--- config.mk ---
export PLATFORM = sky130hd
export DESIGN_NAME = sio_regmap_vec
export DESIGN_NICKNAME = d
export VERILOG_FILES = /design/src/rtl/sio_map_pkg.sv /design/src/rtl/sio_addr_decode.sv /design/src/rtl/sio_irq_pick.sv /design/src/rtl/sio_vec_form.sv /design/src/rtl/sio_regmap_vec.sv
export SDC_FILE = /design/constraint.sdc
export NUM_CORES = 1
export LEC_CHECK = 0
export ABC_AREA = 1
export BUFFER_PORTS_ARGS = -buffer_cell sky130_fd_sc_hd__buf_4
export CELL_PAD_IN_SITES_DETAIL_PLACEMENT = 1
export CELL_PAD_IN_SITES_GLOBAL_PLACEMENT = 1
export CORE_MARGIN = 3
export CORE_UTILIZATION = 32
export DETAILED_ROUTE_END_ITERATION = 8
export GPL_TIMING_DRIVEN = 0
export PLACE_DENSITY = 0.91
export SYNTH_ARGS = -nofsm -noshare
export SYNTH_HDL_FRONTEND = slang
export SYNTH_HIERARCHICAL = 1
export SYNTH_SLANG_ARGS = --single-unit
--- constraint.sdc ---
create_clock -name clk -period 3.2 [get_ports clk]
set_input_delay 0.48 -clock clk [delete_from_list [all_inputs] [get_ports clk]]
set_output_delay 0.48 -clock clk [all_outputs]
set_load 0.005 [all_outputs]
--- src/rtl/sio_map_pkg.sv ---
package sio_map_pkg;

    typedef enum logic [1:0] {
        REG_RX_STAT = 2'b00,
        REG_RX_DATA = 2'b01,
        REG_TX_STAT = 2'b10,
        REG_TX_DATA = 2'b11
    } reg_code_e;

    typedef struct packed {
        logic       hit;
        logic [2:0] chan;
        logic [1:0] rsel;
        logic [1:0] lanes;
    } dec_res_t;

    typedef struct packed {
        logic       found;
        logic [2:0] chan;
        logic       dir_tx;
    } pick_res_t;

endpackage

--- src/rtl/sio_addr_decode.sv ---
module sio_addr_decode
    import sio_map_pkg::*;
#(
    parameter int ADDR_W   = 16,
    parameter int CH_W     = 3,
    parameter int RG_W     = 2,
    parameter int BASE_W   = 7,
    parameter logic [15:0] CON_ADDR = 16'hFF70
) (
    input  logic              addr_valid,
    input  logic              acc_byte,
    input  logic [ADDR_W-1:0] bus_addr,
    input  logic [BASE_W-1:0] base_sw,
    input  logic              console_en,
    output dec_res_t          res
);
    localparam int SLOT_LO = RG_W + 1;
    localparam int BASE_LO = SLOT_LO + CH_W;
    localparam int TOP_LO  = BASE_LO + BASE_W;
    localparam int TOP_W   = ADDR_W - TOP_LO;
    localparam logic [CH_W-1:0] CON_CH = '1;
    localparam logic [ADDR_W-SLOT_LO-1:0] CON_TAG = CON_ADDR[ADDR_W-1:SLOT_LO];

    logic top_ok, base_ok, con_ok, align_ok, slot_blk;
    logic [CH_W-1:0] slot_ch;

    always_comb begin
        slot_ch  = bus_addr[BASE_LO-1:SLOT_LO];
        top_ok   = (bus_addr[ADDR_W-1:TOP_LO] == {TOP_W{1'b1}});
        base_ok  = top_ok && (bus_addr[TOP_LO-1:BASE_LO] == base_sw);
        con_ok   = console_en && (bus_addr[ADDR_W-1:SLOT_LO] == CON_TAG);
        slot_blk = console_en && (slot_ch == CON_CH);
        align_ok = acc_byte || !bus_addr[0];
        res      = '0;
        if (addr_valid && align_ok) begin
            if (con_ok) begin
                res.hit  = 1'b1;
                res.chan = CON_CH;
                res.rsel = bus_addr[RG_W:1];
            end else if (base_ok && !slot_blk) begin
                res.hit  = 1'b1;
                res.chan = slot_ch;
                res.rsel = bus_addr[RG_W:1];
            end
            if (res.hit) begin
                if (!acc_byte)       res.lanes = 2'b11;
                else if (bus_addr[0]) res.lanes = 2'b10;
                else                  res.lanes = 2'b01;
            end
        end
    end
endmodule

--- src/rtl/sio_irq_pick.sv ---
module sio_irq_pick
    import sio_map_pkg::*;
#(
    parameter int NCHAN = 8,
    parameter int CH_W  = 3
) (
    input  logic [NCHAN-1:0] rx_req,
    input  logic [NCHAN-1:0] tx_req,
    output pick_res_t        res
);
    always_comb begin
        res = '0;
        for (int i = NCHAN - 1; i >= 0; i--) begin
            if (tx_req[i]) begin
                res.found  = 1'b1;
                res.chan   = CH_W'(i);
                res.dir_tx = 1'b1;
            end
            if (rx_req[i]) begin
                res.found  = 1'b1;
                res.chan   = CH_W'(i);
                res.dir_tx = 1'b0;
            end
        end
    end
endmodule

--- src/rtl/sio_vec_form.sv ---
module sio_vec_form
    import sio_map_pkg::*;
#(
    parameter int VEC_W  = 16,
    parameter int VSW_W  = 3,
    parameter int CH_W   = 3,
    parameter logic [15:0] CON_VEC = 16'o060
) (
    input  pick_res_t        pick,
    input  logic [VSW_W-1:0] vec_sw,
    input  logic             console_en,
    output logic [VEC_W-1:0] vec
);
    localparam int FIELD_W = VSW_W + CH_W + 3;
    localparam logic [CH_W-1:0] CON_CH = '1;

    logic [FIELD_W-1:0] field;

    always_comb begin
        field = {vec_sw, pick.chan, pick.dir_tx, 2'b00};
        vec   = '0;
        if (pick.found) begin
            if (console_en && pick.chan == CON_CH)
                vec = CON_VEC[VEC_W-1:0] | (VEC_W'(pick.dir_tx) << 2);
            else
                vec = VEC_W'(field);
        end
    end
endmodule

--- src/rtl/sio_regmap_vec.sv ---
module sio_regmap_vec
    import sio_map_pkg::*;
#(
    parameter int NCHAN  = 8,
    parameter int ADDR_W = 16,
    parameter int NREG   = 4,
    parameter int VEC_W  = 16,
    parameter int VSW_W  = 3,
    parameter logic [15:0] CON_ADDR = 16'o177560,
    parameter logic [15:0] CON_VEC  = 16'o060
) (
    input  logic              clk,
    input  logic              rst_n,
    input  logic              addr_valid,
    input  logic              acc_byte,
    input  logic [15:0]       bus_addr,
    input  logic [6:0]        base_sw,
    input  logic [2:0]        vec_sw,
    input  logic              console_en,
    input  logic [7:0]        rx_req,
    input  logic [7:0]        tx_req,
    input  logic              irq_grant,
    input  logic              irq_ack,
    output logic              hit,
    output logic [2:0]        chan_sel,
    output logic [1:0]        reg_sel,
    output logic [1:0]        lane_en,
    output logic              irq_pend,
    output logic              irq_hold,
    output logic [15:0]       vec_out
);
    localparam int CH_W   = $clog2(NCHAN);
    localparam int RG_W   = $clog2(NREG);
    localparam int BASE_W = ADDR_W - 3 - CH_W - RG_W - 1;

    typedef struct packed {
        dec_res_t         dec;
        logic             pend;
        logic             held;
        logic [VEC_W-1:0] vec;
    } state_t;

    state_t    st_d, st_q;
    dec_res_t  dec_now;
    pick_res_t pick_now;
    logic [VEC_W-1:0] vec_now;

    sio_addr_decode #(
        .ADDR_W(ADDR_W), .CH_W(CH_W), .RG_W(RG_W),
        .BASE_W(BASE_W), .CON_ADDR(CON_ADDR)
    ) u_dec (
        .addr_valid(addr_valid), .acc_byte(acc_byte), .bus_addr(bus_addr),
        .base_sw(base_sw), .console_en(console_en), .res(dec_now)
    );

    sio_irq_pick #(.NCHAN(NCHAN), .CH_W(CH_W)) u_pick (
        .rx_req(rx_req), .tx_req(tx_req), .res(pick_now)
    );

    sio_vec_form #(
        .VEC_W(VEC_W), .VSW_W(VSW_W), .CH_W(CH_W), .CON_VEC(CON_VEC)
    ) u_vec (
        .pick(pick_now), .vec_sw(vec_sw), .console_en(console_en), .vec(vec_now)
    );

    always_comb begin
        st_d      = st_q;
        st_d.dec  = dec_now;
        st_d.pend = pick_now.found;
        if (st_q.held) begin
            st_d.held = !irq_ack;
        end else begin
            st_d.vec  = vec_now;
            st_d.held = irq_grant && pick_now.found;
        end
    end

    always_ff @(posedge clk) begin
        if (!rst_n) st_q <= '0;
        else        st_q <= st_d;
    end

    assign hit      = st_q.dec.hit;
    assign chan_sel = st_q.dec.chan;
    assign reg_sel  = st_q.dec.rsel;
    assign lane_en  = st_q.dec.lanes;
    assign irq_pend = st_q.pend;
    assign irq_hold = st_q.held;
    assign vec_out  = st_q.vec;
endmodule

==> results.py <==
metrics = {
    "sta": {
        "holdWs_ns": 0.4483,
        "grt_setup_unrepaired": "false",
        "report.final.slew_viol_count": 0,
        "maxClockFrequency_mhz": 588.7,
        "timing.final.crit_period_ns": 1.699,
        "tns_ns": 0,
        "finClkSkew_ns": 0.0008757,
        "finalSetupViolations": 0,
        "period_share_pct": 53.09,
        "finalWorstSetupSlack_ns": 1.501,
        "hold_viol_final": 0,
    },
    "cts": {
        "clk_pin_slew_worst_paths_ns": 0.09,
        "cts_tree": "done",
        "cts-hold-fix-buffers": 0,
        "clock_path_buffers": 2,
        "clock-root-buffer": "clkbuf_8",
        "cts.sinks": 26,
        "cts_setup_buffers": 0,
        "cts_buffers": 3,
        "insertion_delay_ns": 0.27,
        "cts-resized-gates": 0,
        "cts_max_level": 1,
    },
    "setup_path": {
        "cp-start-kind": "input port",
        "required_ns": 3.37,
        "cp_max_fo": 9,
        "crit_type": "input port to flop",
        "worst_setup_path_end_kind": "flop",
        "cp.arrival_ns": 1.87,
    },
    "floorplan": {
        "core-area_sq_mm": 0.004786,
        "die_x_um": 76.83,
        "rows": 25,
        "die_h_um": 76.83,
        "initial_core_util_pct": 33.54,
        "die_area_sq_mm": 0.005902,
        "pin_count": 75,
    },
    "detailed_routing": {
        "vias": 1793,
        "via_per_inst": 4.160,
        "routed_wl_um": 4381,
        "drc": 0,
        "wl_per_cell_um": 10.16,
        "drtPass1Iterations": 4,
        "drtIter0Drc": 27,
        "ant_nets": 0,
    },
    "yosys": {
        "synth.avg_cell_area_sq_um": 5.733,
        "ys_warn_count": 6,
        "syn_area_sq_mm": 0.001605,
        "synth-seq-cells": 26,
        "netlist_instances": 280,
        "ys_seq_area_share_pct": 32.42,
        "synth.distinct_cells": 21,
    },
    "pwr": {
        "seqPwrFrac_pct": 48.1,
        "ir_worst_vdd_mv": 0.2540,
        "combinationalPowerShare_pct": 26.7,
        "internal_power_w": 0.0005318,
        "leakage_nw": 1.417,
        "p_clk_share_pct": 25.2,
        "switchingPower_w": 0.0001975,
        "power_density_mw_per_mm2": 315.9,
        "switching_share_pct": 27.08,
    },
    "run_status": {
        "status": "complete, no violations",
    },
    "cells_and_area": {
        "syn_to_final_growth_pct": 43.80,
        "final_util_pct": 48.24,
        "diodes": 0,
        "drive_gt1_share_pct": 28.85,
        "nNetsFinal": 415,
    },
    "grt": {
        "gr-total-overflow": 0,
        "grt_max_degree": 14,
        "grt_pass1_vias": 1820,
        "grt_pass1_wl_um": 7590,
        "antenna_found_initial": 0,
        "grt_usage_pct": 15.51,
    },
    "place": {
        "place_ws_ns": 1.211,
        "gp_congestion": 0.7391,
        "port_buffers": 73,
        "hpwlAfterDp_um": 3730,
    },
    "min_path": {
        "hold_path.class": "input port to flop",
    },
    "run": {
        "maxCapViolations": 0,
    },
}
[stage by stage]
step	cell area [sq um]	instances	power [W]
2_1_floorplan	1635	288	0.0004578
3_3_place_gp	2267	428	0.0005470
3_5_place_dp	2267	428	0.0005561
4_1_cts	2308	431	0.0007418
5_1_grt	2308	431	0.0007832
6_report	2308	431	0.0007293
[power groups by stage]
stage	sequential (W)	clock, W	combinational [W]
6_report	0.000351	0.000184	0.000195
4_1_cts	0.000351	0.000192	0.000198
2_1_floorplan	0.000359	0	0.0000985
3_5_place_dp	0.000359	0	0.000197
5_1_grt	0.000354	0.000207	0.000222
3_3_place_gp	0.000358	0	0.000189
[worst max-delay path, stage by stage]
cell and delay [ns]:
buf_4 0.11, or2_1 0.25, nor4_1 0.33, nand2_1 0.32, nand2_1 0.16, nor2_1 0.05, nor2_1 0.11, nor2_1 0.06
[worst paths after layout]
kind | from | end | slack (ns) | cells after the start
setup reg to reg | irq_hold | vec_out[7] | 2.30 | 5
hold reg to reg | vec_out[1] | vec_out[1] | 0.52 | 4
hold / removal | irq_ack | irq_hold | 0.45 | 4
setup / recovery | rx_req[7] | vec_out[3] | 1.50 | 8
[synth_stat cells]
library cell	number	area (sq um)
nand2_1	90	337.8
inv_1	56	210.2
nor2_1	56	210.2
dfxtp_1	26	520.5
buf_4	12	90.09
inv_2	7	26.28
a21oi_1	5	25.02
nand3_1	5	25.02
nor3_1	5	25.02
buf_6	4	45.04
nand4_1	3	18.77
nor2_2	2	12.51
a21oi_2	1	8.760
conb_1	1	3.750
nand2_2	1	6.260
nor2b_1	1	6.260
nor3_2	1	10.01
nor4_1	1	6.260
o21ai_0	1	5.000
or2_1	1	6.260
or2_2	1	6.260
[cell families after synthesis]
kind of cell	after synthesis	share of synthesized area (%)
other	1	0.2336
AND/OR/NAND/NOR	167	41.78
flip-flops	26	32.42
buffers and inverters	79	23.15
AO/OA/AOI/OAI	7	2.416
[routing by layer]
layer  routed length, um  vias up  global-route usage, %
met5                   0        -                      0
met4                  12        0                  1.449
met3                 346        2                  5.751
met2                2391       45                  30.66
met1                1630      799                  15.78
li1                    -      947                      -
[final cells by class]
cell class | instances | area (sq um)
sequential | 26 | 520.5
fill | 708 | 2477
tap | 67 | 83.83
buffer | 16 | 135.1
inverter | 63 | 236.5
multi-input combinational | 183 | 743.2
clock buffer | 3 | 41.29
timing repair buffer | 73 | 548.0
[flip-flops by register name, indices dropped and copies added, names as in the netlist]
| name | cells |
|---|---|
| irq_hold | 1 |
| hit | 1 |
| vec_out | 16 |
| reg_sel | 2 |
| irq_pend | 1 |
| lane_en | 2 |
| chan_sel | 3 |
[placed cells by master, fill, tap and decap left out]
cell	count
dfxtp_1	26
o21ai_0	1
a21oi_1	5
or2_2	1
nand2_1	90
nor2_1	56
nor3_1	5
nand2_2	1
a21oi_2	1
nor4_1	1
buf_4	85
nor2_2	2
clkbuf_8	3
nor2b_1	1
nand4_1	3
nand3_1	5
or2_1	1
inv_2	7
conb_1	9
nor3_2	1
buf_6	4
inv_1	56
Note: power is estimated with default switching activity, not from simulation.
